==> src/rtl/nor_seq_pkg.sv <==
package nor_seq_pkg;

    typedef enum logic [1:0] {
        MODE_ARRAY  = 2'd0,
        MODE_IDENT  = 2'd1,
        MODE_QUERY  = 2'd2,
        MODE_STATUS = 2'd3
    } rd_mode_e;

    typedef enum logic {
        OP_PROGRAM = 1'b0,
        OP_FILL    = 1'b1
    } be_op_e;

    typedef enum logic [3:0] {
        ST_IDLE,
        ST_UNLOCK_B,
        ST_COMMAND,
        ST_PROG_DATA,
        ST_PROG_BUSY,
        ST_ERASE_A,
        ST_ERASE_B,
        ST_ERASE_CMD,
        ST_ERASING,
        ST_IDENT,
        ST_QUERY
    } seq_state_e;

    localparam logic [7:0] CMD_KEY_A    = 8'hAA;
    localparam logic [7:0] CMD_KEY_B    = 8'h55;
    localparam logic [7:0] CMD_BYPASS   = 8'h20;
    localparam logic [7:0] CMD_ERASE_SU = 8'h80;
    localparam logic [7:0] CMD_IDENT    = 8'h90;
    localparam logic [7:0] CMD_PROGRAM  = 8'hA0;
    localparam logic [7:0] CMD_QUERY    = 8'h98;
    localparam logic [7:0] CMD_RESET    = 8'hF0;
    localparam logic [7:0] CMD_CHIP_ER  = 8'h10;
    localparam logic [7:0] CMD_SECT_ER  = 8'h30;
    localparam logic [7:0] CMD_BYP_EXIT = 8'h00;
    localparam int         QUERY_OFFSET = 'h55;

endpackage

==> src/rtl/nor_addr_decode.sv <==
module nor_addr_decode #(
    parameter int ADDR_W       = 24,
    parameter int CHIP_BYTES   = 16384,
    parameter int SECTOR_BYTES = 4096,
    parameter int BUS_BYTES    = 2,
    localparam int CHIP_AW     = $clog2(CHIP_BYTES),
    localparam int SECT_AW     = $clog2(SECTOR_BYTES),
    localparam int SHIFT       = $clog2(BUS_BYTES),
    localparam int WORD_AW     = CHIP_AW - SHIFT,
    localparam int SOFF_W      = SECT_AW - SHIFT
) (
    input  logic [ADDR_W-1:0]  byte_addr,
    output logic [SOFF_W-1:0]  sect_off,
    output logic [WORD_AW-1:0] word_addr,
    output logic [WORD_AW-1:0] sect_base
);

    logic [CHIP_AW-1:0] chip_off;
    logic               unused_high;

    // Address aliases beyond the chip fold onto it.
    assign chip_off    = byte_addr[CHIP_AW-1:0];
    assign unused_high = ^byte_addr[ADDR_W-1:CHIP_AW];

    assign word_addr = chip_off[CHIP_AW-1:SHIFT];
    assign sect_off  = chip_off[SECT_AW-1:SHIFT];
    assign sect_base = {chip_off[CHIP_AW-1:SECT_AW], {SOFF_W{1'b0}}};

endmodule

==> src/rtl/nor_cmd_fsm.sv <==
module nor_cmd_fsm
    import nor_seq_pkg::*;
#(
    parameter int SOFF_W  = 11,
    parameter int UNLOCK0 = 'h555,
    parameter int UNLOCK1 = 'h2AA
) (
    input  logic              clk,
    input  logic              rst_n,
    input  logic              wr_valid,
    input  logic [7:0]        cmd,
    input  logic [SOFF_W-1:0] sect_off,
    input  logic              job_done,
    output rd_mode_e          mode,
    output logic              start_prog,
    output logic              start_erase,
    output logic              erase_whole
);

    typedef struct packed {
        seq_state_e st;
        logic       bypass;
    } fsm_t;

    fsm_t d, q;
    logic hit_u0, hit_u1, hit_qry, is_busy;

    assign hit_u0  = (sect_off == SOFF_W'(UNLOCK0));
    assign hit_u1  = (sect_off == SOFF_W'(UNLOCK1));
    assign hit_qry = (sect_off == SOFF_W'(QUERY_OFFSET));
    assign is_busy = (q.st == ST_PROG_BUSY) || (q.st == ST_ERASING);

    always_comb begin
        d           = q;
        start_prog  = 1'b0;
        start_erase = 1'b0;
        erase_whole = 1'b0;
        if (is_busy) begin
            if (job_done) begin
                d.st = q.bypass ? ST_COMMAND : ST_IDLE;
            end
        end else if (wr_valid) begin
            if (cmd == CMD_RESET && q.st != ST_PROG_DATA) begin
                d.st     = ST_IDLE;
                d.bypass = 1'b0;
            end else begin
                d.st     = ST_IDLE;
                d.bypass = 1'b0;
                case (q.st)
                    ST_IDLE, ST_ERASE_A: begin
                        d.bypass = q.bypass;
                        if (hit_qry && cmd == CMD_QUERY) begin
                            d.st = ST_QUERY;
                        end else if (hit_u0 && cmd == CMD_KEY_A) begin
                            d.st = (q.st == ST_IDLE) ? ST_UNLOCK_B : ST_ERASE_B;
                        end else begin
                            d.bypass = 1'b0;
                        end
                    end
                    ST_UNLOCK_B: begin
                        if (hit_u1 && cmd == CMD_KEY_B) d.st = ST_COMMAND;
                    end
                    ST_COMMAND: begin
                        if (q.bypass || hit_u0) begin
                            d.bypass = q.bypass;
                            case (cmd)
                                CMD_BYPASS: begin
                                    d.st     = ST_COMMAND;
                                    d.bypass = 1'b1;
                                end
                                CMD_ERASE_SU: d.st = ST_ERASE_A;
                                CMD_IDENT:    d.st = ST_IDENT;
                                CMD_PROGRAM:  d.st = ST_PROG_DATA;
                                default:      d.bypass = 1'b0;
                            endcase
                        end
                    end
                    ST_PROG_DATA: begin
                        d.st       = ST_PROG_BUSY;
                        d.bypass   = q.bypass;
                        start_prog = 1'b1;
                    end
                    ST_ERASE_B: begin
                        if (hit_u1 && cmd == CMD_KEY_B) begin
                            d.st     = ST_ERASE_CMD;
                            d.bypass = q.bypass;
                        end
                    end
                    ST_ERASE_CMD: begin
                        if ((cmd == CMD_CHIP_ER && hit_u0) || cmd == CMD_SECT_ER) begin
                            d.st        = ST_ERASING;
                            d.bypass    = q.bypass;
                            start_erase = 1'b1;
                            erase_whole = (cmd == CMD_CHIP_ER);
                        end
                    end
                    ST_IDENT: begin
                        if (!(q.bypass && cmd == CMD_BYP_EXIT) && hit_qry && cmd == CMD_QUERY) begin
                            d.st = ST_QUERY;
                        end
                    end
                    default: ;
                endcase
            end
        end
    end

    always_ff @(posedge clk) begin
        if (!rst_n) begin
            q.st     <= ST_IDLE;
            q.bypass <= 1'b0;
        end else begin
            q <= d;
        end
    end

    always_comb begin
        case (q.st)
            ST_IDENT:                            mode = MODE_IDENT;
            ST_QUERY:                            mode = MODE_QUERY;
            ST_PROG_DATA, ST_PROG_BUSY, ST_ERASING: mode = MODE_STATUS;
            default:                             mode = MODE_ARRAY;
        endcase
    end

    // reset command honoured everywhere but the program data cycle
    a_r6_reset_cmd: assert property (@(posedge clk) disable iff (!rst_n)
        (wr_valid && cmd == CMD_RESET && !is_busy && q.st != ST_PROG_DATA)
        |=> (mode == MODE_ARRAY && !q.bypass));

    // any write in the query view leaves it
    a_r11_query_exit: assert property (@(posedge clk) disable iff (!rst_n)
        (q.st == ST_QUERY && wr_valid) |=> (q.st == ST_IDLE));

    // an erase only ends when the back end reports completion
    a_r11_erase_hold: assert property (@(posedge clk) disable iff (!rst_n)
        (q.st == ST_ERASING && !job_done) |=> (q.st == ST_ERASING));

    // bypass only comes on after a bypass command write
    a_r7_bypass_entry: assert property (@(posedge clk) disable iff (!rst_n)
        $rose(q.bypass) |-> ($past(wr_valid) && $past(cmd) == CMD_BYPASS));

endmodule

==> src/rtl/nor_req_gen.sv <==
module nor_req_gen
    import nor_seq_pkg::*;
#(
    parameter int WORD_AW    = 13,
    parameter int DATA_W     = 16,
    parameter int SECT_WORDS = 2048,
    parameter int READ_ONLY  = 0
) (
    input  logic               clk,
    input  logic               rst_n,
    input  logic               start_prog,
    input  logic               start_erase,
    input  logic               erase_whole,
    input  logic [WORD_AW-1:0] word_addr,
    input  logic [WORD_AW-1:0] sect_base,
    input  logic [DATA_W-1:0]  prog_data,
    output logic               job_done,
    output logic               be_valid,
    input  logic               be_ready,
    output be_op_e             be_op,
    output logic [WORD_AW-1:0] be_addr,
    output logic [DATA_W-1:0]  be_data
);

    typedef struct packed {
        logic               busy;
        be_op_e             op;
        logic [WORD_AW-1:0] addr;
        logic [WORD_AW-1:0] last;
        logic [DATA_W-1:0]  data;
    } req_t;

    req_t d, q;
    logic accept, finish;

    generate
        if (READ_ONLY != 0) begin : g_ro
            // Array untouched: the job is declared finished one cycle later.
            assign be_valid = 1'b0;
            assign accept   = 1'b0;
            assign finish   = q.busy;
        end else begin : g_rw
            assign be_valid = q.busy;
            assign accept   = q.busy && be_ready;
            assign finish   = accept && (q.op == OP_PROGRAM || q.addr == q.last);
        end
    endgenerate

    always_comb begin
        d        = q;
        job_done = 1'b0;
        if (q.busy) begin
            if (finish) begin
                d.busy   = 1'b0;
                job_done = 1'b1;
            end else if (accept) begin
                d.addr = q.addr + 1'b1;
            end
        end else if (start_prog) begin
            d.busy = 1'b1;
            d.op   = OP_PROGRAM;
            d.addr = word_addr;
            d.last = word_addr;
            d.data = prog_data;
        end else if (start_erase) begin
            d.busy = 1'b1;
            d.op   = OP_FILL;
            d.addr = erase_whole ? '0 : sect_base;
            d.last = erase_whole ? '1 : (sect_base | WORD_AW'(SECT_WORDS - 1));
            d.data = '1;
        end
    end

    always_ff @(posedge clk) begin
        if (!rst_n) begin
            q <= '0;
        end else begin
            q <= d;
        end
    end

    assign be_op   = q.op;
    assign be_addr = q.addr;
    assign be_data = q.data;

    // a stalled request holds all its fields
    a_r12_hold: assert property (@(posedge clk) disable iff (!rst_n)
        (be_valid && !be_ready) |=> (be_valid && $stable(be_addr) && $stable(be_data) && $stable(be_op)));

    // fill walks upward one word per accepted request
    a_r10_fill_step: assert property (@(posedge clk) disable iff (!rst_n)
        (be_valid && be_ready && be_op == OP_FILL && !job_done)
        |=> (be_valid && be_addr == $past(be_addr) + 1'b1));

    // read-only jobs last a single cycle
    a_r13_ro_quick: assert property (@(posedge clk) disable iff (!rst_n || READ_ONLY == 0)
        q.busy |=> !q.busy);

endmodule

==> src/rtl/nor_cmd_seq.sv <==
module nor_cmd_seq
    import nor_seq_pkg::*;
#(
    parameter int ADDR_W       = 24,
    parameter int CHIP_BYTES   = 16384,
    parameter int SECTOR_BYTES = 4096,
    parameter int BUS_BYTES    = 2,
    parameter int UNLOCK0      = 'h555,
    parameter int UNLOCK1      = 'h2AA,
    parameter int READ_ONLY    = 0,
    localparam int DATA_W      = 8 * BUS_BYTES,
    localparam int WORD_AW     = $clog2(CHIP_BYTES) - $clog2(BUS_BYTES)
) (
    input  logic               clk,
    input  logic               rst_n,
    input  logic               wr_valid,
    input  logic [ADDR_W-1:0]  wr_addr,
    input  logic [DATA_W-1:0]  wr_data,
    output logic [1:0]         rd_mode,
    output logic               be_valid,
    input  logic               be_ready,
    output logic               be_op,
    output logic [WORD_AW-1:0] be_addr,
    output logic [DATA_W-1:0]  be_data
);

    localparam int SOFF_W     = $clog2(SECTOR_BYTES) - $clog2(BUS_BYTES);
    localparam int SECT_WORDS = SECTOR_BYTES / BUS_BYTES;

    logic [SOFF_W-1:0]  sect_off;
    logic [WORD_AW-1:0] word_addr, sect_base;
    logic               start_prog, start_erase, erase_whole, job_done;
    rd_mode_e           mode;
    be_op_e             op;

    nor_addr_decode #(
        .ADDR_W(ADDR_W), .CHIP_BYTES(CHIP_BYTES),
        .SECTOR_BYTES(SECTOR_BYTES), .BUS_BYTES(BUS_BYTES)
    ) u_dec (
        .byte_addr(wr_addr), .sect_off(sect_off),
        .word_addr(word_addr), .sect_base(sect_base)
    );

    nor_cmd_fsm #(
        .SOFF_W(SOFF_W), .UNLOCK0(UNLOCK0), .UNLOCK1(UNLOCK1)
    ) u_fsm (
        .clk(clk), .rst_n(rst_n), .wr_valid(wr_valid), .cmd(wr_data[7:0]),
        .sect_off(sect_off), .job_done(job_done), .mode(mode),
        .start_prog(start_prog), .start_erase(start_erase), .erase_whole(erase_whole)
    );

    nor_req_gen #(
        .WORD_AW(WORD_AW), .DATA_W(DATA_W),
        .SECT_WORDS(SECT_WORDS), .READ_ONLY(READ_ONLY)
    ) u_req (
        .clk(clk), .rst_n(rst_n), .start_prog(start_prog), .start_erase(start_erase),
        .erase_whole(erase_whole), .word_addr(word_addr), .sect_base(sect_base),
        .prog_data(wr_data), .job_done(job_done), .be_valid(be_valid),
        .be_ready(be_ready), .be_op(op), .be_addr(be_addr), .be_data(be_data)
    );

    assign rd_mode = mode;
    assign be_op   = op;

    // a pending back-end request always shows the status view
    a_r5_status_with_req: assert property (@(posedge clk) disable iff (!rst_n)
        be_valid |-> (rd_mode == 2'd3));

    // nothing is requested in the first cycle after reset
    a_r1_quiet_after_reset: assert property (@(posedge clk) disable iff (!rst_n)
        $rose(rst_n) |-> !be_valid);

endmodule

==> config.mk <==
export PLATFORM = sky130hd
export DESIGN_NAME = nor_cmd_seq
export DESIGN_NICKNAME = d
export VERILOG_FILES = /design/src/rtl/nor_seq_pkg.sv /design/src/rtl/nor_addr_decode.sv /design/src/rtl/nor_cmd_fsm.sv /design/src/rtl/nor_req_gen.sv /design/src/rtl/nor_cmd_seq.sv
export SDC_FILE = /design/constraint.sdc
export NUM_CORES = 1
export LEC_CHECK = 0
export BUFFER_PORTS_ARGS = -buffer_cell sky130_fd_sc_hd__buf_4
export CAP_MARGIN = 0
export CORE_MARGIN = 1.5
export CORE_UTILIZATION = 30
export DETAILED_ROUTE_END_ITERATION = 12
export HOLD_SLACK_MARGIN = 0.02
export REMOVE_ABC_BUFFERS = 1
export SYNTH_ARGS = -nofsm -noshare
export SYNTH_HDL_FRONTEND = slang
export SYNTH_SLANG_ARGS = --single-unit
==> constraint.sdc <==
create_clock -name clk -period 4 [get_ports clk]
set_input_delay 0.8 -clock clk [delete_from_list [all_inputs] [get_ports clk]]
set_output_delay 0.8 -clock clk [all_outputs]
set_load 0.02 [all_outputs]
==> flow_metrics.py <==
metrics = {
    "status": {
        "status": "finished, final reports clean",
    },
    "synthesis": {
        "ys_seq_elements": 49,
        "synth-simple-area-share_pct": 25.02,
        "async_reset_ff_share_pct": 0,
        "synthMuxAreaShare_pct": 0.6584,
        "yosysSeqAreaShare_pct": 32.26,
        "synth_area_per_cell_um2": 8.001,
        "synthXorXnorAreaFrac_pct": 5.185,
        "synth_compound_area_share_pct": 24.65,
        "synth_fa_ha_area_share_pct": 0.4115,
        "synthFlopType": "dfxtp_1",
        "synth_edf_count": 0,
        "synth.distinct_cells": 67,
        "postSynthCellCount": 380,
        "ys_warn_count": 0,
        "netlist_area_mm2": 0.003040,
        "synth_top_family_by_area": "simple AND/OR/NAND/NOR gates",
    },
    "timing": {
        "finalSetupViolations": 0,
        "finalCritPeriodShare_pct": 75.82,
        "report.final.slew_viol_count": 0,
        "worst_pin_slew_ns": 0.8439,
        "layout_min_cycle_time_ns": 3.033,
        "rsz0062_at_grt": "false",
        "relSlewSlack_pct": 43.53,
        "hold_viol_final": 0,
        "fmax_mhz": 329.7,
        "fin_skew_ns": 0.009219,
        "setup_ws_ns": 0.9674,
        "whs_ns": 0.4860,
        "setup_tns_ns": 0,
    },
    "cts": {
        "postCtsSetupBuffers": 0,
        "clock_latency_ns": 0.30,
        "clock_path_buffers": 2,
        "root_buffer": "clkbuf_8",
        "cts_tree": "done",
        "numCtsBuffers": 5,
        "htreeDepth": 2,
        "cts_hold_buf": 0,
        "cts.clk_slew.worst_paths_ns": 0.10,
        "cts_resized": 0,
        "clock-sinks": 49,
    },
    "setup_path": {
        "cp.arrival_ns": 3.26,
        "critPathKind": "flip-flop to flip-flop",
        "r2r_slack_ns": 0.97,
        "regToRegEndpoint": "u_req.be_addr[7]",
        "r2r-start": "u_req.be_valid",
        "start_kind": "flip-flop",
        "rr_worst_depth": 5,
        "required_ns": 4.23,
        "endpoint_kind": "flip-flop",
        "cp_max_fo": 20,
    },
    "route": {
        "drtIter0Drc": 257,
        "finalWirelength_mm": 8.845,
        "viasPerCell": 5.451,
        "first_pass_iters": 6,
        "drtAntennaViolNets": 0,
        "drc": 0,
        "vias": 2938,
        "drt-wirelength-per-cell_um": 16.41,
    },
    "pwr": {
        "p_leak_nw": 1.253,
        "power_mw": 0.8661,
        "p_per_area_mw_per_mm2": 248.6,
        "worst_ir_drop_vdd_mv": 0.1123,
    },
    "finish": {
        "drive_gt1_share_pct": 22.17,
        "syn_to_final_growth_pct": 14.57,
        "fillers": 1083,
        "final_cells": 539,
        "fin_nets": 450,
        "diodes": 0,
    },
    "die": {
        "core_mm2": 0.009819,
        "ios": 77,
        "start_util_pct": 30.96,
        "die_w_um": 103.7,
        "dieArea_mm2": 0.01075,
        "rows": 36,
        "die_h_um": 103.7,
    },
    "global_route": {
        "grt_max_degree": 31,
        "grt_usage_pct": 16.15,
        "grt_pass1_wl_mm": 14.40,
        "antenna_found_initial": 0,
        "globalRouteOverflowTotal": 0,
        "grt_pass1_vias": 2707,
    },
    "place": {
        "io_buffers": 65,
        "gp_congestion": 0.8758,
        "post-place-ws_ns": 0.8111,
        "dp_hpwl_mm": 6.425,
        "dp.cells": 531,
    },
    "job": {
        "cap_violations": 0,
    },
    "hold_path": {
        "whs_path_depth": 2,
        "hold_end": "u_req.q[27]",
        "hold_path.class": "flip-flop to flip-flop",
        "holdCritStartpoint": "u_req.q[27]",
    },
}
[critical path: stages (launching register included)]
cell	delay, ns
dfxtp_1	0.84
clkinv_1	0.50
and3_1	0.52
a21oi_1	0.50
nand2_1	0.30
a221oi_2	0.30
[flip-flops by register name, indices dropped and copies added, names as in the netlist]
register	flops
u_fsm.q	5
u_req.be_addr	13
u_req.be_data	16
u_req.be_op	1
u_req.be_valid	1
u_req.q	13
[cell families after synthesis]
family,count (synthesis)
AND/OR/NAND/NOR,144
AO/OA/AOI/OAI,107
buffers and inverters,59
flip-flops,49
XOR/XNOR,18
multiplexers,2
adder cells (fa/ha/maj),1
[routing by layer]
layer | track usage, % | vias to the layer above | wire length (µm)
li1 | - | 1426 | -
met1 | 22.46 | 1389 | 4095
met3 | 3.272 | 6 | 641
met2 | 26.14 | 117 | 4066
met4 | 2.778 | 0 | 41
met5 | 0 | - | 0
[report_power, final]
part / switching, mW / total, mW / leakage (nW) / internal [mW]
clock network: 0.176 / 0.300 / 0.0374 / 0.124
registers: 0.00346 / 0.492 / 0.395 / 0.488
logic: 0.0412 / 0.0748 / 0.821 / 0.0337
total: 0.221 / 0.866 / 1.25 / 0.646
[metrics by stage]
stage | area, µm² | utilization (%)
detailed placement | 3396 | 34.58
CTS | 3483 | 35.47
finish | 3483 | 35.47
global placement | 3396 | 34.58
floorplan | 2711 | -
global route | 3483 | 35.47
[cells in the final DEF (no fill, tap or decap), types with 4 or more instances in the layout]
cell type / synthesis / routed
a21oi_1: 16 / 16
a22oi_1: 5 / 5
and2_1: 5 / 5
and3_1: 4 / 4
buf_4: 30 / 69
clkbuf_8: 0 / 5
dfxtp_1: 49 / 49
inv_1: 6 / 6
nand2_1: 29 / 29
nand2b_1: 6 / 6
nand3_1: 12 / 12
nand4_1: 4 / 4
nor2_1: 48 / 48
nor3_1: 7 / 7
nor4_1: 6 / 6
o21ai_0: 12 / 12
o22ai_1: 30 / 30
o31ai_1: 5 / 5
xnor2_1: 17 / 17
[area by class of cell]
type	instances	area, µm²	share of cell area, %
Clock inverter	2	15.01	0.4310
Tap cell	133	166.4	4.777
Multi-Input combinational cell	272	1700	48.81
Sequential cell	49	980.9	28.16
Timing Repair Buffer	69	518.0	14.87
Inverter	8	30.03	0.8621
Clock buffer	6	72.57	2.083
[how the worst max path moves through the flow]
stage / startpoint / to / slack, ns / depth (start not counted)
after CTS: u_req.be_valid / u_req.be_addr[7] / 1.01 / 5
after floorplan: wr_data[1] / u_req.be_addr[2] / 0.70 / 6
after detailed placement: wr_data[1] / u_req.be_addr[7] / 0.81 / 8
final: u_req.be_valid / u_req.be_addr[7] / 0.97 / 5
after global routing: u_req.be_valid / u_req.be_addr[7] / 0.73 / 5
after global placement: wr_data[1] / u_req.be_addr[7] / 0.85 / 8
[synth_stat cells (all sizes together) (2+ instances only)]
master | count | area share (%)
clkinv | 2 | 0.25
nand3 | 12 | 2.0
o31ai | 6 | 1.9
xnor2 | 17 | 4.9
nand4b | 3 | 0.86
and3 | 4 | 0.82
nand2b | 6 | 1.2
o41ai | 2 | 0.58
nand2 | 29 | 3.6
and2 | 5 | 1.0
inv | 6 | 0.74
or4bb | 3 | 1.1
nand3b | 3 | 0.74
nand4 | 4 | 0.82
nand4bb | 3 | 1.1
mux2i | 2 | 0.66
nor4 | 7 | 1.9
buf | 37 | 9.1
nor3 | 7 | 1.2
o32ai | 3 | 0.86
nor2 | 49 | 6.1
or3 | 2 | 0.41
dfxtp | 49 | 32
clkbuf | 14 | 1.7
o211ai | 3 | 0.74
o31a | 2 | 0.58
a22oi | 5 | 1.2
o21ai | 16 | 2.8
o22ai | 30 | 6.2
a41oi | 2 | 0.58
a21oi | 17 | 2.9
or3b | 2 | 0.58
o221a | 2 | 0.74
a211oi | 3 | 0.74
a221oi | 2 | 0.78
Note: power is estimated with default switching activity, not from simulation.
